==> config.mk <==
export PLATFORM = sky130hd
export DESIGN_NAME = twi_ptr_slave
export DESIGN_NICKNAME = d
export VERILOG_FILES = /design/src/rtl/twi_ptr_pkg.sv /design/src/rtl/twi_ptr_datapath.sv /design/src/rtl/twi_ptr_control.sv /design/src/rtl/twi_ptr_slave.sv
export SDC_FILE = /design/constraint.sdc
export NUM_CORES = 1
export LEC_CHECK = 0
export CELL_PAD_IN_SITES_DETAIL_PLACEMENT = 0
export CELL_PAD_IN_SITES_GLOBAL_PLACEMENT = 1
export CORE_MARGIN = 2
export CORE_UTILIZATION = 41
export DETAILED_ROUTE_END_ITERATION = 6
export PLACE_DENSITY_LB_ADDON = 0.1
export SETUP_SLACK_MARGIN = 0.4
export SYNTH_ARGS = -nofsm -noshare
export SYNTH_HDL_FRONTEND = slang
export SYNTH_SLANG_ARGS = --single-unit
==> constraint.sdc <==
create_clock -name clk -period 1.75 [get_ports clk]
set_clock_uncertainty 0.1 [all_clocks]
set_input_delay 0.35 -clock clk [delete_from_list [all_inputs] [get_ports clk]]
set_output_delay 0.35 -clock clk [all_outputs]
set_load 0.01 [all_outputs]
==> src/rtl/twi_ptr_pkg.sv <==
package twi_ptr_pkg;

  localparam int BYTE_W = 8;
  localparam int WORD_W = 2 * BYTE_W;
  localparam logic [4:0] ADDR_HI = 5'b10010;

  typedef enum logic [3:0] {
    S_IDLE,
    S_ADDR,
    S_ADDR_ACK,
    S_PTR,
    S_RX_ACK,
    S_WDATA,
    S_TX,
    S_MACK,
    S_IGNORE
  } twiState_e;

  // Strobes from the control to the datapath, valid for one clock.
  typedef struct packed {
    logic shiftIn;    // sample SDA into the receive shifter
    logic ptrLoad;    // receive shifter -> pointer
    logic msbLoad;    // receive shifter -> high-byte hold
    logic commit;     // issue the register write
    logic captureRd;  // latch read word, start driving its high byte
    logic txLoadMsb;  // reload high byte of held word
    logic txLoadLsb;  // load low byte of held word
    logic txShift;    // advance to next transmit bit
    logic drvAck;     // pull SDA low for acknowledge
    logic drvRelease; // release SDA
  } twiStrobe_t;

endpackage

==> src/rtl/twi_ptr_datapath.sv <==
module twi_ptr_datapath
  import twi_ptr_pkg::*;
#(
  parameter int PTR_W       = 4,
  parameter int SYNC_STAGES = 2
) (
  input  logic              clk,
  input  logic              rstN,
  input  logic              sclIn,
  input  logic              sdaIn,
  input  twiStrobe_t        strb,
  input  logic [WORD_W-1:0] regRdData,
  output logic              startEvt,
  output logic              stopEvt,
  output logic              sclRise,
  output logic              sclFall,
  output logic              sdaBit,
  output logic [BYTE_W-1:0] rxByte,
  output logic              sdaOe,
  output logic [PTR_W-1:0]  regAddr,
  output logic              regWrEn,
  output logic [WORD_W-1:0] regWrData
);

  logic [SYNC_STAGES-1:0] sclSync, sdaSync;
  logic sclS, sdaS, sclQ, sdaQ;

  logic [BYTE_W-1:0] rxShift, msbHold, txShift;
  logic [WORD_W-1:0] rdHold;
  logic [PTR_W-1:0]  ptrReg;

  // Line synchronisers, idle-high after reset.
  always_ff @(posedge clk or negedge rstN) begin
    if (!rstN) begin
      sclSync <= '1;
      sdaSync <= '1;
      sclQ    <= 1'b1;
      sdaQ    <= 1'b1;
    end else begin
      sclSync <= {sclSync[SYNC_STAGES-2:0], sclIn};
      sdaSync <= {sdaSync[SYNC_STAGES-2:0], sdaIn};
      sclQ    <= sclS;
      sdaQ    <= sdaS;
    end
  end

  assign sclS     = sclSync[SYNC_STAGES-1];
  assign sdaS     = sdaSync[SYNC_STAGES-1];
  assign sclRise  = sclS && !sclQ;
  assign sclFall  = !sclS && sclQ;
  assign startEvt = sclS && sclQ && sdaQ && !sdaS;
  assign stopEvt  = sclS && sclQ && !sdaQ && sdaS;
  assign sdaBit   = sdaS;
  assign rxByte   = rxShift;
  assign regAddr  = ptrReg;

  // Receive side: shifter, pointer, high-byte hold and write port.
  always_ff @(posedge clk or negedge rstN) begin
    if (!rstN) begin
      rxShift   <= '0;
      msbHold   <= '0;
      ptrReg    <= '0;
      regWrEn   <= 1'b0;
      regWrData <= '0;
    end else begin
      regWrEn <= 1'b0;
      if (strb.shiftIn) rxShift <= {rxShift[BYTE_W-2:0], sdaS};
      if (strb.ptrLoad) ptrReg  <= rxShift[PTR_W-1:0];
      if (strb.msbLoad) msbHold <= rxShift;
      if (strb.commit) begin
        regWrEn   <= 1'b1;
        regWrData <= {msbHold, rxShift};
      end
    end
  end

  // Transmit side and the open-drain enable.
  always_ff @(posedge clk or negedge rstN) begin
    if (!rstN) begin
      rdHold  <= '0;
      txShift <= '0;
      sdaOe   <= 1'b0;
    end else if (strb.drvRelease) begin
      sdaOe <= 1'b0;
    end else if (strb.drvAck) begin
      sdaOe <= 1'b1;
    end else if (strb.captureRd) begin
      rdHold  <= regRdData;
      txShift <= regRdData[WORD_W-1:BYTE_W];
      sdaOe   <= ~regRdData[WORD_W-1];
    end else if (strb.txLoadMsb) begin
      txShift <= rdHold[WORD_W-1:BYTE_W];
      sdaOe   <= ~rdHold[WORD_W-1];
    end else if (strb.txLoadLsb) begin
      txShift <= rdHold[BYTE_W-1:0];
      sdaOe   <= ~rdHold[BYTE_W-1];
    end else if (strb.txShift) begin
      txShift <= {txShift[BYTE_W-2:0], 1'b0};
      sdaOe   <= ~txShift[BYTE_W-2];
    end
  end

  // The data line may only move while the clock is low.
  p_oe_scl_low_r2: assert property (@(posedge clk) disable iff (!rstN)
    !$stable(sdaOe) |-> !sclS || $past(startEvt || stopEvt));

  // A stop always leaves the line released.
  p_stop_release_r2: assert property (@(posedge clk) disable iff (!rstN)
    stopEvt |=> !sdaOe);

  // Write strobe is a single-cycle pulse.
  p_wr_pulse_r4: assert property (@(posedge clk) disable iff (!rstN)
    regWrEn |=> !regWrEn);

  // Pointer persists unless the control asks for a load.
  p_ptr_hold_r8: assert property (@(posedge clk) disable iff (!rstN)
    !strb.ptrLoad |=> $stable(ptrReg));

endmodule

==> src/rtl/twi_ptr_control.sv <==
module twi_ptr_control
  import twi_ptr_pkg::*;
(
  input  logic              clk,
  input  logic              rstN,
  input  logic              startEvt,
  input  logic              stopEvt,
  input  logic              sclRise,
  input  logic              sclFall,
  input  logic              sdaBit,
  input  logic [BYTE_W-1:0] rxByte,
  input  logic [1:0]        strapSel,
  output twiStrobe_t        strb
);

  twiState_e state, stNext;
  logic [2:0] bitCnt, cntNext;
  logic byteFull, fullNext;
  logic byteIdx, idxNext;
  logic commitPend, pendNext;
  logic mAck;
  logic addrHit;

  assign addrHit = (rxByte[BYTE_W-1:1] == {ADDR_HI, strapSel});

  always_comb begin
    strb     = '0;
    stNext   = state;
    cntNext  = bitCnt;
    fullNext = byteFull;
    idxNext  = byteIdx;
    pendNext = commitPend;
    if (stopEvt) begin
      stNext          = S_IDLE;
      pendNext        = 1'b0;
      strb.drvRelease = 1'b1;
    end else if (startEvt) begin
      stNext          = S_ADDR;
      cntNext         = '0;
      fullNext        = 1'b0;
      pendNext        = 1'b0;
      strb.drvRelease = 1'b1;
    end else begin
      case (state)
        S_ADDR, S_PTR, S_WDATA: begin
          if (sclRise && !byteFull) begin
            strb.shiftIn = 1'b1;
            cntNext      = 3'(bitCnt + 3'd1);
            if (bitCnt == 3'd7) fullNext = 1'b1;
          end else if (sclFall && byteFull) begin
            fullNext = 1'b0;
            cntNext  = '0;
            if (state == S_ADDR) begin
              if (addrHit) begin
                strb.drvAck = 1'b1;
                stNext      = S_ADDR_ACK;
              end else begin
                stNext = S_IGNORE;
              end
            end else if (state == S_PTR) begin
              strb.ptrLoad = 1'b1;
              strb.drvAck  = 1'b1;
              idxNext      = 1'b0;
              stNext       = S_RX_ACK;
            end else begin
              strb.drvAck = 1'b1;
              stNext      = S_RX_ACK;
              if (!byteIdx) begin
                strb.msbLoad = 1'b1;
                idxNext      = 1'b1;
              end else begin
                pendNext = 1'b1;
                idxNext  = 1'b0;
              end
            end
          end
        end
        S_ADDR_ACK: if (sclFall) begin
          if (rxByte[0]) begin
            strb.captureRd = 1'b1;
            idxNext        = 1'b0;
            cntNext        = '0;
            stNext         = S_TX;
          end else begin
            strb.drvRelease = 1'b1;
            stNext          = S_PTR;
          end
        end
        S_RX_ACK: if (sclFall) begin
          strb.drvRelease = 1'b1;
          stNext          = S_WDATA;
          if (commitPend) begin
            strb.commit = 1'b1;
            pendNext    = 1'b0;
          end
        end
        S_TX: if (sclFall) begin
          if (bitCnt == 3'd7) begin
            strb.drvRelease = 1'b1;
            cntNext         = '0;
            stNext          = S_MACK;
          end else begin
            strb.txShift = 1'b1;
            cntNext      = 3'(bitCnt + 3'd1);
          end
        end
        S_MACK: if (sclFall) begin
          if (!mAck) begin
            stNext = S_IGNORE;
          end else if (!byteIdx) begin
            strb.txLoadLsb = 1'b1;
            idxNext        = 1'b1;
            stNext         = S_TX;
          end else begin
            strb.txLoadMsb = 1'b1;
            idxNext        = 1'b0;
            stNext         = S_TX;
          end
        end
        default: ;
      endcase
    end
  end

  always_ff @(posedge clk or negedge rstN) begin
    if (!rstN) begin
      state      <= S_IDLE;
      bitCnt     <= '0;
      byteFull   <= 1'b0;
      byteIdx    <= 1'b0;
      commitPend <= 1'b0;
      mAck       <= 1'b0;
    end else begin
      state      <= stNext;
      bitCnt     <= cntNext;
      byteFull   <= fullNext;
      byteIdx    <= idxNext;
      commitPend <= pendNext;
      if (state == S_MACK && sclRise) mAck <= !sdaBit;
    end
  end

  // A data pair is only committed after its low byte was acknowledged.
  p_commit_pending_r4: assert property (@(posedge clk) disable iff (!rstN)
    strb.commit |-> commitPend && $past(state == S_RX_ACK));

endmodule

==> src/rtl/twi_ptr_slave.sv <==
module twi_ptr_slave
  import twi_ptr_pkg::*;
#(
  parameter int PTR_W       = 4,
  parameter int SYNC_STAGES = 2
) (
  input  logic              clk,
  input  logic              rstN,
  input  logic              sclIn,
  input  logic              sdaIn,
  input  logic [1:0]        strapSel,
  output logic              sdaOe,
  output logic [PTR_W-1:0]  regAddr,
  output logic              regWrEn,
  output logic [WORD_W-1:0] regWrData,
  input  logic [WORD_W-1:0] regRdData
);

  twiStrobe_t strb;
  logic startEvt, stopEvt, sclRise, sclFall, sdaBit;
  logic [BYTE_W-1:0] rxByte;

  twi_ptr_control u_ctrl (
    .clk      (clk),
    .rstN     (rstN),
    .startEvt (startEvt),
    .stopEvt  (stopEvt),
    .sclRise  (sclRise),
    .sclFall  (sclFall),
    .sdaBit   (sdaBit),
    .rxByte   (rxByte),
    .strapSel (strapSel),
    .strb     (strb)
  );

  twi_ptr_datapath #(
    .PTR_W       (PTR_W),
    .SYNC_STAGES (SYNC_STAGES)
  ) u_dp (
    .clk       (clk),
    .rstN      (rstN),
    .sclIn     (sclIn),
    .sdaIn     (sdaIn),
    .strb      (strb),
    .regRdData (regRdData),
    .startEvt  (startEvt),
    .stopEvt   (stopEvt),
    .sclRise   (sclRise),
    .sclFall   (sclFall),
    .sdaBit    (sdaBit),
    .rxByte    (rxByte),
    .sdaOe     (sdaOe),
    .regAddr   (regAddr),
    .regWrEn   (regWrEn),
    .regWrData (regWrData)
  );

  // Once the slave has dropped out of a transfer it stays silent.
  p_ignore_quiet_r7: assert property (@(posedge clk) disable iff (!rstN)
    (u_ctrl.state == S_IGNORE) && $past(u_ctrl.state == S_IGNORE) |-> !sdaOe && !regWrEn);

endmodule

==> metrics.csv <==
stage;metric;value;unit
outcome;run status;finished, violations left;
outcome;failing checks;negative setup slack;
worst_setup_path;setup slack, reg-to-reg;-0.08;ns
layout;Layout area overhead;48.7;%
floorplan;height of the chip;99.2;µm
logic_synthesis;Yosys cell types;63;
routing;number of remaining DRC errors;0;
layout;layout cell share with drive strength beyond 1;57.7;%
sta;Max Fclk;547;MHz
grt;initial antenna violation count;0;
clock_tree;Clock transition at path regs;0.08;ns
worst_setup_path;CP Capture Type;flop;
worst_setup_path;Crit Path Class;reg -> reg;
sta;Hold Fails Final Rpt;0;
grt;vias in the first global route;2924;
job;max capacitance violation total;0;
clock_tree;clock root buffer master;clkbuf_8;
layout;Finished Layout Cells;538;
sta;Final Cycle Share;104;%
grt;first-pass GRT wire length;15.4;mm
floorplan;# IOs;44;
logic_synthesis;Yosys top cell area share;48.5;%
layout;nets;449;
placed_design;DP Wirelength;6.07;mm
grt;GRT Total Usage;19.7;%
worst_setup_path;Worst Path Buf+Inv;1;
clock_tree;CTS HTree Levels;3;
logic_synthesis;dominant synthesized flop cell;dfrtp_1;
floorplan;row count;34;
sta;Final setup viols;27;
routing;initial drt markers;120;
sta;Final Max Tran Viols;0;
clock_tree;total CTS buffers;9;
clock_tree;Clock Sinks;78;
grt;largest net degree at the start of global routing;32;
placed_design;DP Worst Slack;-0.131;ns
layout;Ant. Diodes;0;
logic_synthesis;EDFF count, synth;0;
logic_synthesis;Synth area leader;dfrtp_1;
logic_synthesis;area of the mapped netlist;0.00371;mm²
floorplan;Die Wd;99.2;µm
sta;relative slew slack;60.6;%
sta;Setup WS post-layout;-0.0786;ns
pwr;power density cells;734;mW/mm²
routing;vias per inst;5.27;
worst_setup_path;family with the most delay on the worst path;simple AND/OR/NAND/NOR gates;
worst_setup_path;CP Max Fanout;7;
logic_synthesis;Yosys Warn Count;0;
pwr;worst vdd ir;0.637;mV
sta;Worst-Margin Slew;0.591;ns
pwr;LEAKAGE;2.62;nW
layout;fillers;701;
sta;min cycle time layout;1.83;ns
routing;DRT antenna net count;0;
clock_tree;TritonCTS clock tree;built;
logic_synthesis;largest cells by area after synthesis;dfrtp_1 (49%), mux2_2 (9.7%), mux2_4 (7.7%), dfstp_2 (4.2%), nor2_1 (1.8%);
sta;RSZ-0062 raised after global routing;yes;
routing;WL/cell;18.6;µm
worst_setup_path;worst path required time;1.88;ns
worst_setup_path;Critical Path Slowest Stage Cell;dfrtp_2;
worst_setup_path;crit path launch type;flop;
placed_design;Port Buffers;43;
logic_synthesis;Synth Register Bits;78;
clock_tree;clk_lat worst skew;0.35;ns
placed_design;placed cell count;488;
routing;DRT Pass-1 Iters;4;
layout;multi-input logic area;0.00211;mm²
clock_tree;Longest Clk Path Bufs;2;
logic_synthesis;Syn Nets;323;
floorplan;core area;0.00876;mm²
logic_synthesis;synthesized area per cell;12.4;µm²
min_path;Min-Delay Path Class;reg -> reg;
grt;GR Overflow Total;0;
logic_synthesis;ys async rst share;100;%
routing;DRT Wirelength;10.0;mm
floorplan;die footprint;0.00983;mm²
placed_design;Final Wtd Congestion;0.876;
routing;Via Count;2835;
logic_synthesis;post-synthesis sequential area ratio;52.8;%
worst_setup_path;crit path cell chain;and2b_2 -> nand2_4 -> nor3_4 -> buf_6 -> nand2_8 -> mux2_4;
worst_setup_path;Worst EP arrival;1.96;ns
logic_synthesis;synthesized instance count;299;
worst_setup_path;CP max stage delay;0.48;ns
floorplan;Starting Density;42.4;%
layout;Reg area;0.00196;mm²
-- registers in the layout (all words and copies together) (netlist names), 2 cells and up --
register,cells
u_dp.rdHold,16
u_dp.regWrData,16
u_dp.msbHold,8
u_dp.rxByte,8
u_dp.txShift,7
u_ctrl.state,4
u_dp.regAddr,4
u_ctrl.bitCnt,3
u_dp.sclSync,2
u_dp.sdaSync,2
-- cell usage in the layout, fill, tap and decap left out, types with 5 or more instances in the layout --
cell	count
mux2_2	6
a22oi_2	5
o21ai_0	8
clkdlybuf4s50_1	20
dfrtp_1	68
buf_4	56
clkbuf_8	10
nor2_1	14
buf_6	30
inv_1	6
mux2_4	45
buf_2	19
dfstp_2	6
nand2_1	12
nand2_8	7
a21oi_1	8
a31oi_1	6
-- path summary, 6_finish.rpt --
check,from,end,cells after the start
hold / removal,u_dp.sdaSync[0]$_DFF_PN1_,u_dp.sdaSync[1]$_DFF_PN1_,0
max in group asynchronous,rstN,u_dp.sclQ$_DFF_PN1_,3
min in group asynchronous,rstN,u_ctrl.byteFull$_DFFE_PN0P_,2
hold reg to reg,u_dp.sdaSync[0]$_DFF_PN1_,u_dp.sdaSync[1]$_DFF_PN1_,0
setup reg to reg,u_ctrl.state[3]$_DFFE_PN0P_,u_dp.regWrData[5]$_DFFE_PN0P_,6
setup / recovery,u_ctrl.state[3]$_DFFE_PN0P_,u_dp.regWrData[5]$_DFFE_PN0P_,6
-- synth_stat cells, types with 2 or more instances --
cell type / instances
buf_6: 6
a21oi_1: 11
o22ai_1: 3
clkbuf_1: 5
mux2_2: 32
nand2_4: 2
inv_1: 7
nand2_1: 16
nand2_2: 3
a32o_1: 2
a21o_1: 2
a22oi_1: 5
dfstp_2: 6
ha_1: 2
o21ai_0: 13
o2111ai_1: 2
a211oi_1: 2
nor2_1: 18
mux2_4: 19
nand2b_1: 6
a31oi_1: 6
nor3_1: 2
and3_1: 2
o21a_1: 2
mux2i_1: 3
buf_2: 3
nor3_4: 2
nor3b_1: 5
dfrtp_1: 72
nand4b_1: 2
nand4_1: 2
nor3_2: 2
xnor2_1: 2
and2_1: 3
-- through the flow --
| step | setup TNS (ns) | cell area [µm²] | util [%] | hold slack (ns) | total power, mW |
|---|---|---|---|---|---|
| floorplan | -1.52 | 3800 | - | -0.0456 | 2.30 |
| global placement | -1.46 | 4650 | 53.0 | 0.184 | 2.59 |
| detailed placement | -2.78 | 4650 | 53.0 | 0.187 | 2.60 |
| CTS | -0.0931 | 5030 | 57.4 | 0.260 | 3.93 |
| global route | -3.32 | 5520 | 63.0 | 0.270 | 4.24 |
| finish | -0.905 | 5520 | 63.0 | 0.259 | 4.05 |
-- worst register-to-register path, cell delays in order, from the launching register on --
cell,delay [ns]
dfrtp_2,0.48
and2b_2,0.31
nand2_4,0.07
nor3_4,0.15
buf_6,0.18
nand2_8,0.09
mux2_4,0.33
-- layout make-up --
type | count | share of cell area, %
Clock buffer | 10 | 2.49
Timing Repair Buffer | 128 | 20.0
Multi-Input combinational cell | 201 | 38.2
Sequential cell | 78 | 35.6
Clock inverter | 6 | 0.793
Inverter | 7 | 0.476
Tap cell | 108 | 2.45
-- power by group --
group	switching, mW	internal (mW)	leakage, nW
sequential	0.128	1.91	0.980
combinational	0.324	0.423	1.55
clock	0.702	0.562	0.0930
-- repair_timing --
item / in CTS / in global routing
gates cloned: 1 / 2
endpoints found under the hold margin: 17 / 0
endpoints found under the setup margin: 94 / 93
hold buffers: 1 / 0
gates resized for setup: 129 / 79
buffers inserted: 14 / 16
pin swaps: 15 / 24
-- routing by layer --
layer | GRT usage (%) | up-vias | wire, µm
met1 | 27.6 | 1413 | 4530
met2 | 31.3 | 70 | 4940
met4 | 4.32 | 0 | 112
met5 | 0 | - | 0
met3 | 4.85 | 12 | 439
li1 | - | 1340 | -
-- kinds of logic (layout without fill, tap and decap cells) --
family,Yosys count,count (layout),synth area share (%)
fa+ha+maj,2,2,0.674
simple gates,77,80,12.6
compound gates,62,62,11.3
xor+xnor,3,3,0.708
mux,54,54,18.2
buf+inv,23,151,3.77
flops,78,78,52.8
No activity file was read; power rests on OpenSTA's default activity.
